$ cat config.mk
export PLATFORM = sky130hd
export DESIGN_NAME = lsr_irq_unit
export DESIGN_NICKNAME = d
export VERILOG_FILES = /design/src/rtl/lsr_irq_pkg.sv /design/src/rtl/lsr_irq_cmp.sv /design/src/rtl/lsr_irq_flags.sv /design/src/rtl/lsr_irq_regs.sv /design/src/rtl/lsr_irq_unit.sv
export SDC_FILE = /design/constraint.sdc
export NUM_CORES = 1
export LEC_CHECK = 0
export BUFFER_PORTS_ARGS = -buffer_cell sky130_fd_sc_hd__buf_2
export CAP_MARGIN = 20
export CORE_MARGIN = 2
export CORE_UTILIZATION = 40
export DETAILED_ROUTE_END_ITERATION = 12
export GPL_TIMING_DRIVEN = 0
export HOLD_SLACK_MARGIN = 0.05
export PLACE_DENSITY_LB_ADDON = 0.15
export SLEW_MARGIN = 20
export SYNTH_ARGS = -nofsm -noshare
export SYNTH_HDL_FRONTEND = slang
export SYNTH_HIERARCHICAL = 1
export SYNTH_SLANG_ARGS = --single-unit
$ cat constraint.sdc
create_clock -name clk_i -period 1.8 [get_ports clk_i]
set_clock_uncertainty 0.1 [all_clocks]
set_input_delay 0.18 -clock clk_i [delete_from_list [all_inputs] [get_ports clk_i]]
set_output_delay 0.18 -clock clk_i [all_outputs]
set_load 0.02 [all_outputs]
$ cat src/rtl/lsr_irq_pkg.sv
package lsr_irq_pkg;
  localparam int unsigned NUM_COND = 4;
  localparam int unsigned ADDR_W   = 2;

  // condition bit positions, shared by status, flags, select and enable
  localparam int unsigned C_CUR_OVR = 0;
  localparam int unsigned C_CUR_UND = 1;
  localparam int unsigned C_DLT_OVR = 2;
  localparam int unsigned C_DLT_UND = 3;

  typedef enum logic [ADDR_W-1:0] {
    REG_SEL  = 2'd0,
    REG_EN   = 2'd1,
    REG_FLAG = 2'd2,
    REG_STAT = 2'd3
  } reg_addr_e;
endpackage

$ cat src/rtl/lsr_irq_cmp.sv
module lsr_irq_cmp #(
  parameter int unsigned W = 10
) (
  input  logic signed [W-1:0] val_i,
  input  logic signed [W-1:0] hi_i,
  input  logic signed [W-1:0] lo_i,
  output logic                over_o,
  output logic                under_o
);
  assign over_o  = val_i > hi_i;
  assign under_o = val_i < lo_i;
endmodule

$ cat src/rtl/lsr_irq_flags.sv
module lsr_irq_flags #(
  parameter int unsigned NC = 4
) (
  input  logic          clk_i,
  input  logic          rst_ni,
  input  logic          smp_vld_i,
  input  logic [NC-1:0] cond_i,
  input  logic [NC-1:0] sel_i,
  input  logic          clr_i,
  input  logic [NC-1:0] clr_mask_i,
  output logic [NC-1:0] flag_o,
  output logic [NC-1:0] status_o
);
  logic [NC-1:0] flag_q, flag_d, set_v, clr_v;
  logic [NC-1:0] stat_q;

  assign set_v  = smp_vld_i ? (cond_i & sel_i) : '0;
  assign clr_v  = clr_i ? clr_mask_i : '0;
  // set applied after clear: a fresh event survives a simultaneous clear
  assign flag_d = (flag_q & ~clr_v) | set_v;

  always_ff @(posedge clk_i or negedge rst_ni) begin
    if (!rst_ni) begin
      flag_q <= '0;
      stat_q <= '0;
    end else begin
      flag_q <= flag_d;
      if (smp_vld_i) stat_q <= cond_i;
    end
  end

  assign flag_o   = flag_q;
  assign status_o = stat_q;
endmodule

$ cat src/rtl/lsr_irq_regs.sv
module lsr_irq_regs
  import lsr_irq_pkg::*;
#(
  parameter int unsigned NC = 4,
  parameter int unsigned DW = 8
) (
  input  logic              clk_i,
  input  logic              rst_ni,
  input  logic              wr_en_i,
  input  logic              rd_en_i,
  input  logic [ADDR_W-1:0] addr_i,
  input  logic [DW-1:0]     wdata_i,
  input  logic [NC-1:0]     flag_i,
  input  logic [NC-1:0]     status_i,
  output logic [NC-1:0]     sel_o,
  output logic [NC-1:0]     en_o,
  output logic              clr_o,
  output logic [NC-1:0]     clr_mask_o,
  output logic [DW-1:0]     rdata_o
);
  localparam int unsigned PADW = DW - NC;

  logic [NC-1:0] sel_q, en_q, rd_sel;
  logic [DW-1:0] rdata_q;
  reg_addr_e     a;

  assign a = reg_addr_e'(addr_i);

  always_comb begin
    unique case (a)
      REG_SEL:  rd_sel = sel_q;
      REG_EN:   rd_sel = en_q;
      REG_FLAG: rd_sel = flag_i;
      default:  rd_sel = status_i;
    endcase
  end

  always_ff @(posedge clk_i or negedge rst_ni) begin
    if (!rst_ni) begin
      sel_q   <= '0;
      en_q    <= '0;
      rdata_q <= '0;
    end else begin
      if (wr_en_i && a == REG_SEL) sel_q <= wdata_i[NC-1:0];
      if (wr_en_i && a == REG_EN)  en_q  <= wdata_i[NC-1:0];
      if (rd_en_i) rdata_q <= {{PADW{1'b0}}, rd_sel};
    end
  end

  assign clr_o      = wr_en_i && (a == REG_FLAG);
  assign clr_mask_o = wdata_i[NC-1:0];
  assign sel_o      = sel_q;
  assign en_o       = en_q;
  assign rdata_o    = rdata_q;
endmodule

$ cat src/rtl/lsr_irq_unit.sv
module lsr_irq_unit
  import lsr_irq_pkg::*;
#(
  parameter int unsigned         W     = 10,
  parameter int unsigned         DW    = 8,
  parameter logic [NUM_COND-1:0] NMASK = 4'b0001
) (
  input  logic                clk_i,
  input  logic                rst_ni,
  input  logic                smp_vld_i,
  input  logic signed [W-1:0] cur_i,
  input  logic signed [W-1:0] dlt_i,
  input  logic signed [W-1:0] cur_hi_i,
  input  logic signed [W-1:0] cur_lo_i,
  input  logic signed [W-1:0] dlt_hi_i,
  input  logic signed [W-1:0] dlt_lo_i,
  input  logic                wr_en_i,
  input  logic                rd_en_i,
  input  logic [ADDR_W-1:0]   addr_i,
  input  logic [DW-1:0]       wdata_i,
  output logic [DW-1:0]       rdata_o,
  output logic                irq_oe_o
);
  localparam int unsigned NCH = NUM_COND / 2;

  logic signed [W-1:0] ch_val [NCH];
  logic signed [W-1:0] ch_hi  [NCH];
  logic signed [W-1:0] ch_lo  [NCH];
  logic [NUM_COND-1:0] cond;
  logic [NUM_COND-1:0] sel_q, en_q, flag_q, status_q, clr_mask;
  logic                clr;

  assign ch_val[0] = cur_i;    assign ch_val[1] = dlt_i;
  assign ch_hi[0]  = cur_hi_i; assign ch_hi[1]  = dlt_hi_i;
  assign ch_lo[0]  = cur_lo_i; assign ch_lo[1]  = dlt_lo_i;

  // channel k feeds condition bits 2k (over) and 2k+1 (under)
  for (genvar k = 0; k < NCH; k++) begin : g_ch
    lsr_irq_cmp #(.W(W)) u_cmp (
      .val_i  (ch_val[k]),
      .hi_i   (ch_hi[k]),
      .lo_i   (ch_lo[k]),
      .over_o (cond[2*k]),
      .under_o(cond[2*k+1])
    );
  end

  lsr_irq_flags #(.NC(NUM_COND)) u_flags (
    .clk_i     (clk_i),
    .rst_ni    (rst_ni),
    .smp_vld_i (smp_vld_i),
    .cond_i    (cond),
    .sel_i     (sel_q),
    .clr_i     (clr),
    .clr_mask_i(clr_mask),
    .flag_o    (flag_q),
    .status_o  (status_q)
  );

  lsr_irq_regs #(.NC(NUM_COND), .DW(DW)) u_regs (
    .clk_i     (clk_i),
    .rst_ni    (rst_ni),
    .wr_en_i   (wr_en_i),
    .rd_en_i   (rd_en_i),
    .addr_i    (addr_i),
    .wdata_i   (wdata_i),
    .flag_i    (flag_q),
    .status_i  (status_q),
    .sel_o     (sel_q),
    .en_o      (en_q),
    .clr_o     (clr),
    .clr_mask_o(clr_mask),
    .rdata_o   (rdata_o)
  );

  assign irq_oe_o = |(flag_q & (en_q | NMASK));
endmodule

==> results.yml, run 1 <==
run_status:
  status: "completed"
synthesis:
  ys_warn_count: 6
  syn_area_per_cell_sq_um: 9.57
  seq_area_frac_synth: 0.250
  async_reset_ff_frac: 1.00
  ys_seq_elements: 20
  syn_area_sq_um: 2000
  synthCells: 209
  synth_edf_count: 0
  synth_top_flop_cell: "dfrtp_1"
  ys_types: 33
worst_setup_path:
  ff2ff_path_depth: 2
  timing.rr.start: "u_flags/status_o[1]"
  critPathKind: "input port to register"
  worstPathArrival_ns: 1.72
  path_max_fanout: 2
  rrSetupSlack_ns: 0.85
  worstSetupEndpointType: "register"
  startpoint_type: "input port"
  rr_endpoint: "u_regs/rdata_o[1]"
  critPathRequiredTime_ns: 1.85
hold_path:
  min_from: "wdata_i[0]"
  holdCritPathClass: "input port to register"
  hold_depth: 2
  worstHoldEndpoint: "u_regs/en_o[0]"
global_route:
  grt_usage: 0.149
  grt-ovfl-total: 0
  grt_max_degree: 21
  grt_pass1_wl_microns: 6510
  grt_pass1_vias: 1604
  antenna_found_initial: 0
sta:
  fin_crit_sh: 0.927
  fmax_ghz: 0.599
  slew_violations: 0
  min_period_ns: 1.67
  hold_viol: 0
  setup-violations-final: 0
  rsz0062_at_grt: "false"
final_layout:
  layout.nets: 405
  syn_to_final_growth_pct: 25.8
  stdcell_area_sq_um: 2520
  diodes: 0
  drive_above_1_share: 0.355
  fin_util: 0.526
cts:
  clock_latency_ns: 0.26
  cts.sinks: 20
  clkTransAtPathRegs_ns: 0.07
  cts_made_buffers: 3
  clk_path_buf_depth: 2
  clock-root-buffer: "clkbuf_8"
  h-tree-depth: 1
  cts_tree: "yes"
floorplan:
  fp-row-count: 25
  core-area_sq_um: 4790
  die_x_microns: 74.7
  dieArea_sq_um: 5580
  die_y_microns: 74.7
  ios: 84
  start_util: 0.418
pwr:
  p_leak_nw: 1.47
  vdd_drop_max_v: 0.000255
  cellPowerDensity_nw_per_um2: 578
route:
  wire_per_inst_microns: 11.0
  wl_microns: 3940
  drtIter0Drc: 45
  vias: 1682
  drt_first_pass_iters: 4
  drc: 0
  avgViaCountPerCell: 4.71
  ant_nets: 0
place:
  io_buffers: 74
  post_dp_cell_area_sq_um: 2460
  dp_hpwl_microns: 3400
  place_congestion: 0.744
run:
  maxCapViolCount: 0
-- layout make-up --
type	count	area, sq um
Fill cell	473	2270
Multi-Input combinational cell	142	1280
Sequential cell	20	500
Inverter	40	150
Clock buffer	3	41.3
Timing Repair Buffer	75	380
Tap cell	67	83.8
Buffer	10	82.6
-- critical path, cell delays in order --
cell and delay (ns):
buf_2 0.11, ha_1 0.30, a21o_1 0.18, a2111o_1 0.40
o31a_1 0.28, a32o_1 0.27
-- synth_stat cells, drive strengths merged, types with 2 or more instances --
library cell  number  area (sq um)
o21a               4          30.0
a21o               6          45.0
o31a               2          17.5
nor3               2          10.0
nand2b             7          43.8
ha                38           475
a32oi              2          17.5
o221ai             4          35.0
nor2               4          15.0
and4               2          17.5
dfrtp             20           500
nand4              2          12.5
inv               40           150
a32o               4          41.3
mux2i              8          80.1
a221oi             2          17.5
a31oi              4          25.0
nand2             14          52.6
and2               2          12.5
o21ai              2          10.0
buf               10          82.6
mux2              12           165
a21oi              7          35.0
a2111o             2          22.5
nor2b              4          25.0
-- cell families (layout without fill, tap and decap cells) --
kind of cell	Yosys count	count (layout)	synth area share
buf+inv	50	128	0.116
compound gates	40	40	0.152
simple gates	40	40	0.119
fa+ha+maj	38	38	0.238
mux	20	20	0.123
flops	20	20	0.250
other cells	1	4	0.00188
-- metal layers --
metal,part of all wire,global-route usage,up-vias
met5,0,0,-
met4,0.013,0.0417,0
met3,0.057,0.0254,5
met2,0.46,0.273,50
met1,0.47,0.180,737
li1,-,-,890
-- through the flow --
stage / std cells / total power [W] / hold slack [ns] / setup TNS [ns] / setup WS, ns
floorplan: 212 / 0.000977 / -0.216 / 0 / 0.0499
global placement: 353 / 0.00117 / 0.0546 / -0.596 / -0.160
detailed placement: 353 / 0.00118 / 0.0570 / -0.523 / -0.147
CTS: 357 / 0.00147 / 0.0716 / 0 / 0.122
global route: 357 / 0.00157 / 0.0822 / 0 / 0.0795
finish: 357 / 0.00145 / 0.0763 / 0 / 0.131
-- registers in the layout (all words and copies together), names as in the netlist --
register / count
u_flags/flag_o: 4
u_flags/status_o: 4
u_regs/en_o: 4
u_regs/rdata_o: 4
u_regs/sel_o: 4
-- where the power goes --
| group | switching [W] | total [W] | internal, W |
|---|---|---|---|
| clock network | 0.000139 | 0.000288 | 0.000149 |
| logic | 0.000251 | 0.000548 | 0.000297 |
| registers | 0.0000697 | 0.000617 | 0.000547 |
| total | 0.000460 | 0.00145 | 0.000994 |
-- worst max-delay path by stage --
stage	depth (start not counted)	endpoint	start	slack [ns]
3_5_place_dp	6	u_flags/flag_o[0]	cur_i[7]	-0.15
3_3_place_gp	6	u_flags/status_o[0]	cur_i[7]	-0.16
4_1_cts	6	u_flags/flag_o[0]	cur_i[7]	0.12
6_report	6	u_flags/flag_o[0]	cur_i[7]	0.13
5_1_grt	6	u_flags/flag_o[0]	cur_i[7]	0.08
2_1_floorplan	6	u_flags/flag_o[2]	dlt_hi_i[7]	0.05
-- timing repair --
action | CTS | global route
buffers inserted | 0 | 0
resized for setup | 0 | 0
hold buffers | 1 | 0
hold endpoints to repair | 20 | 0
-- cells in the final DEF (no fill, tap or decap), types with 3 or more instances in the layout --
cell      count
buf_4         8
nor2b_1       4
nand2_1      14
inv_1        40
o221ai_1      4
nand2b_1      7
mux2i_1       8
conb_1        4
buf_2        74
ha_1         38
dfrtp_1      20
a32o_1        3
a21o_1        6
a21oi_1       7
clkbuf_8      3
mux2_4        8
nor2_1        4
mux2_2        4
o21a_1        4
a31oi_1       4
(Power assumes the default switching activity.)
==> run 2, diff against run 1 <==
==> constraint.sdc (replaced) <==
create_clock -name clk_i -period 1.4 [get_ports clk_i]
set_clock_uncertainty 0.1 [all_clocks]
set_input_delay 0.14 -clock clk_i [delete_from_list [all_inputs] [get_ports clk_i]]
set_output_delay 0.14 -clock clk_i [all_outputs]
set_load 0.02 [all_outputs]
==> run 2 against run 1 <==
The run now ends with setup timing left. Highest routed layer unchanged. Combinational power rose by 39%. Utilization grew 3.1 points. Critical path type unchanged. Power rose by 37%. First-iteration DRC count shrank 60%. Setup slack worse by 0.23 ns. Cell count grew 0.84%. Design area increased by 5.9%. Global-route usage grew 0.16 points. Register-to-register slack worse by 0.44 ns. Die area unchanged. Sequential share of layout area fell by 1.1 points.
==> results.yml, run 2 (same netlist as run 1, synthesis figures left out) <==
sta:
  rsz0062_at_grt: "true"
  fin_hold_ws_ns: 0.0570
  setup_ws_ns: -0.0971
  fmax_ghz: 0.668
  fin_crit_sh: 1.07
  setup-violations-final: 4
  min_period_ns: 1.50
  hold_viol: 0
  slew_violations: 0
hold_path:
  worstHoldEndpoint: "u_regs/sel_o[3]"
  min_from: "wdata_i[3]"
  hold_depth: 2
  holdCritPathClass: "input port to register"
pwr:
  p_seq_frac: 0.401
  switching_power_w: 0.000621
  p_sw_frac: 0.313
  cellPowerDensity_nw_per_um2: 745
  power.total_w: 0.00199
  p_leak_nw: 1.50
  vdd_drop_max_v: 0.000489
  p_comb_frac: 0.382
  p_clk_frac: 0.217
  p_int_w: 0.00136
run_status:
  failed_checks: "setup timing"
  status: "finished with violations"
global_route:
  grt_pass1_vias: 1689
  antenna_found_initial: 0
  grt_pass1_wl_microns: 6720
  grt_usage: 0.151
  grt-ovfl-total: 0
  grt_max_degree: 21
final_layout:
  final_cell_mix: "buf_2 (72), inv_1 (36), ha_1 (35), dfrtp_1 (20), nand2_1 (14)"
  final_common_cell: "buf_2"
  diodes: 0
  nFillCells: 478
  drive_above_1_share: 0.396
  syn_to_final_growth_pct: 33.3
  layout.nets: 407
route:
  avgViaCountPerCell: 4.71
  vias: 1695
  wl_microns: 4130
  drt_first_pass_iters: 4
  drc: 0
  ant_nets: 0
  drtIter0Drc: 18
  wire_per_inst_microns: 11.5
place:
  io_buffers: 74
  dp_hpwl_microns: 3550
  place_congestion: 0.764
  pre_cts_slack_ns: -0.440
worst_setup_path:
  critPathKind: "input port to register"
  ff2ff_path_depth: 2
  path_max_fanout: 2
  worstPathArrival_ns: 1.54
  timing.rr.start: "u_flags/flag_o[2]"
  critPathRequiredTime_ns: 1.44
  rrSetupSlack_ns: 0.41
  rr_endpoint: "u_regs/rdata_o[2]"
  startpoint: "cur_hi_i[7]"
  startpoint_type: "input port"
  worstSetupEndpointType: "register"
floorplan:
  start_util: 0.418
  die_x_microns: 74.7
  core-area_sq_um: 4790
  fp-row-count: 25
  dieArea_sq_um: 5580
  die_y_microns: 74.7
  ios: 84
cts:
  cts_tree: "yes"
  h-tree-depth: 1
  clk_path_buf_depth: 2
  clock-root-buffer: "clkbuf_8"
  cts.sinks: 20
  cts_made_buffers: 3
  postCtsSetupBuffers: 0
  clkTransAtPathRegs_ns: 0.07
  clock_latency_ns: 0.25
run:
  maxCapViolCount: 0
run 2: per-stage QoR:
step / util / area, sq um / setup TNS [ns] / std cells
2_1_floorplan: - / 2070 / -0.670 / 212
3_3_place_gp: 0.528 / 2530 / -2.53 / 353
3_5_place_dp: 0.528 / 2530 / -2.53 / 353
4_1_cts: 0.550 / 2630 / -0.329 / 360
5_1_grt: 0.557 / 2670 / -0.429 / 360
6_report: 0.557 / 2670 / -0.299 / 360
run 2: critical path, stage by stage:
cell and delay (ns):
buf_8 0.09, inv_12 0.03, ha_4 0.22, a21o_1 0.15, a2111o_1 0.36, o31a_1 0.28, mux2_4 0.27
run 2: cell type report:
cell class              count  area, sq um  area share
multi-input cells         142         1340       0.504
flip-flops and latches     20          500       0.188
repair buffers             77          425       0.160
inverters                  40          175      0.0657
well taps                  67         83.8      0.0315
plain buffers              10         82.6      0.0310
clock buffers               4         55.1      0.0207
run 2: how the worst max path moves through the flow:
| stage | to | slack [ns] |
|---|---|---|
| 5_1_grt | u_flags/status_o[0] | -0.13 |
| 3_5_place_dp | u_flags/status_o[0] | -0.44 |
| 4_1_cts | u_flags/status_o[0] | -0.10 |
| 2_1_floorplan | u_flags/status_o[2] | -0.17 |
| 3_3_place_gp | u_flags/status_o[0] | -0.45 |
| 6_report | u_flags/status_o[0] | -0.1 |
run 2: what timing repair did:
item	4_1_cts	5_1_grt
hold buffers	3	0
pin swaps	2	4
resized for setup	6	5
endpoints found under the hold margin	23	0
setup endpoints to repair	4	8
run 2: power by group through the flow:
stage / combinational, W / clock [W] / sequential [W]
floorplan: 0.000463 / 0 / 0.000810
global placement: 0.000732 / 0 / 0.000799
detailed placement: 0.000743 / 0 / 0.000804
CTS: 0.000759 / 0.000443 / 0.000793
global route: 0.000853 / 0.000468 / 0.000815
finish: 0.000759 / 0.000430 / 0.000796
run 2: routing by layer:
metal  up-vias  track usage  routed length [microns]
met5         -            0                        0
met3         2       0.0147                      205
met1       749        0.192                     1880
met2        50        0.282                     2040
met4         0       0.0238                       10
li1        894            -                        -
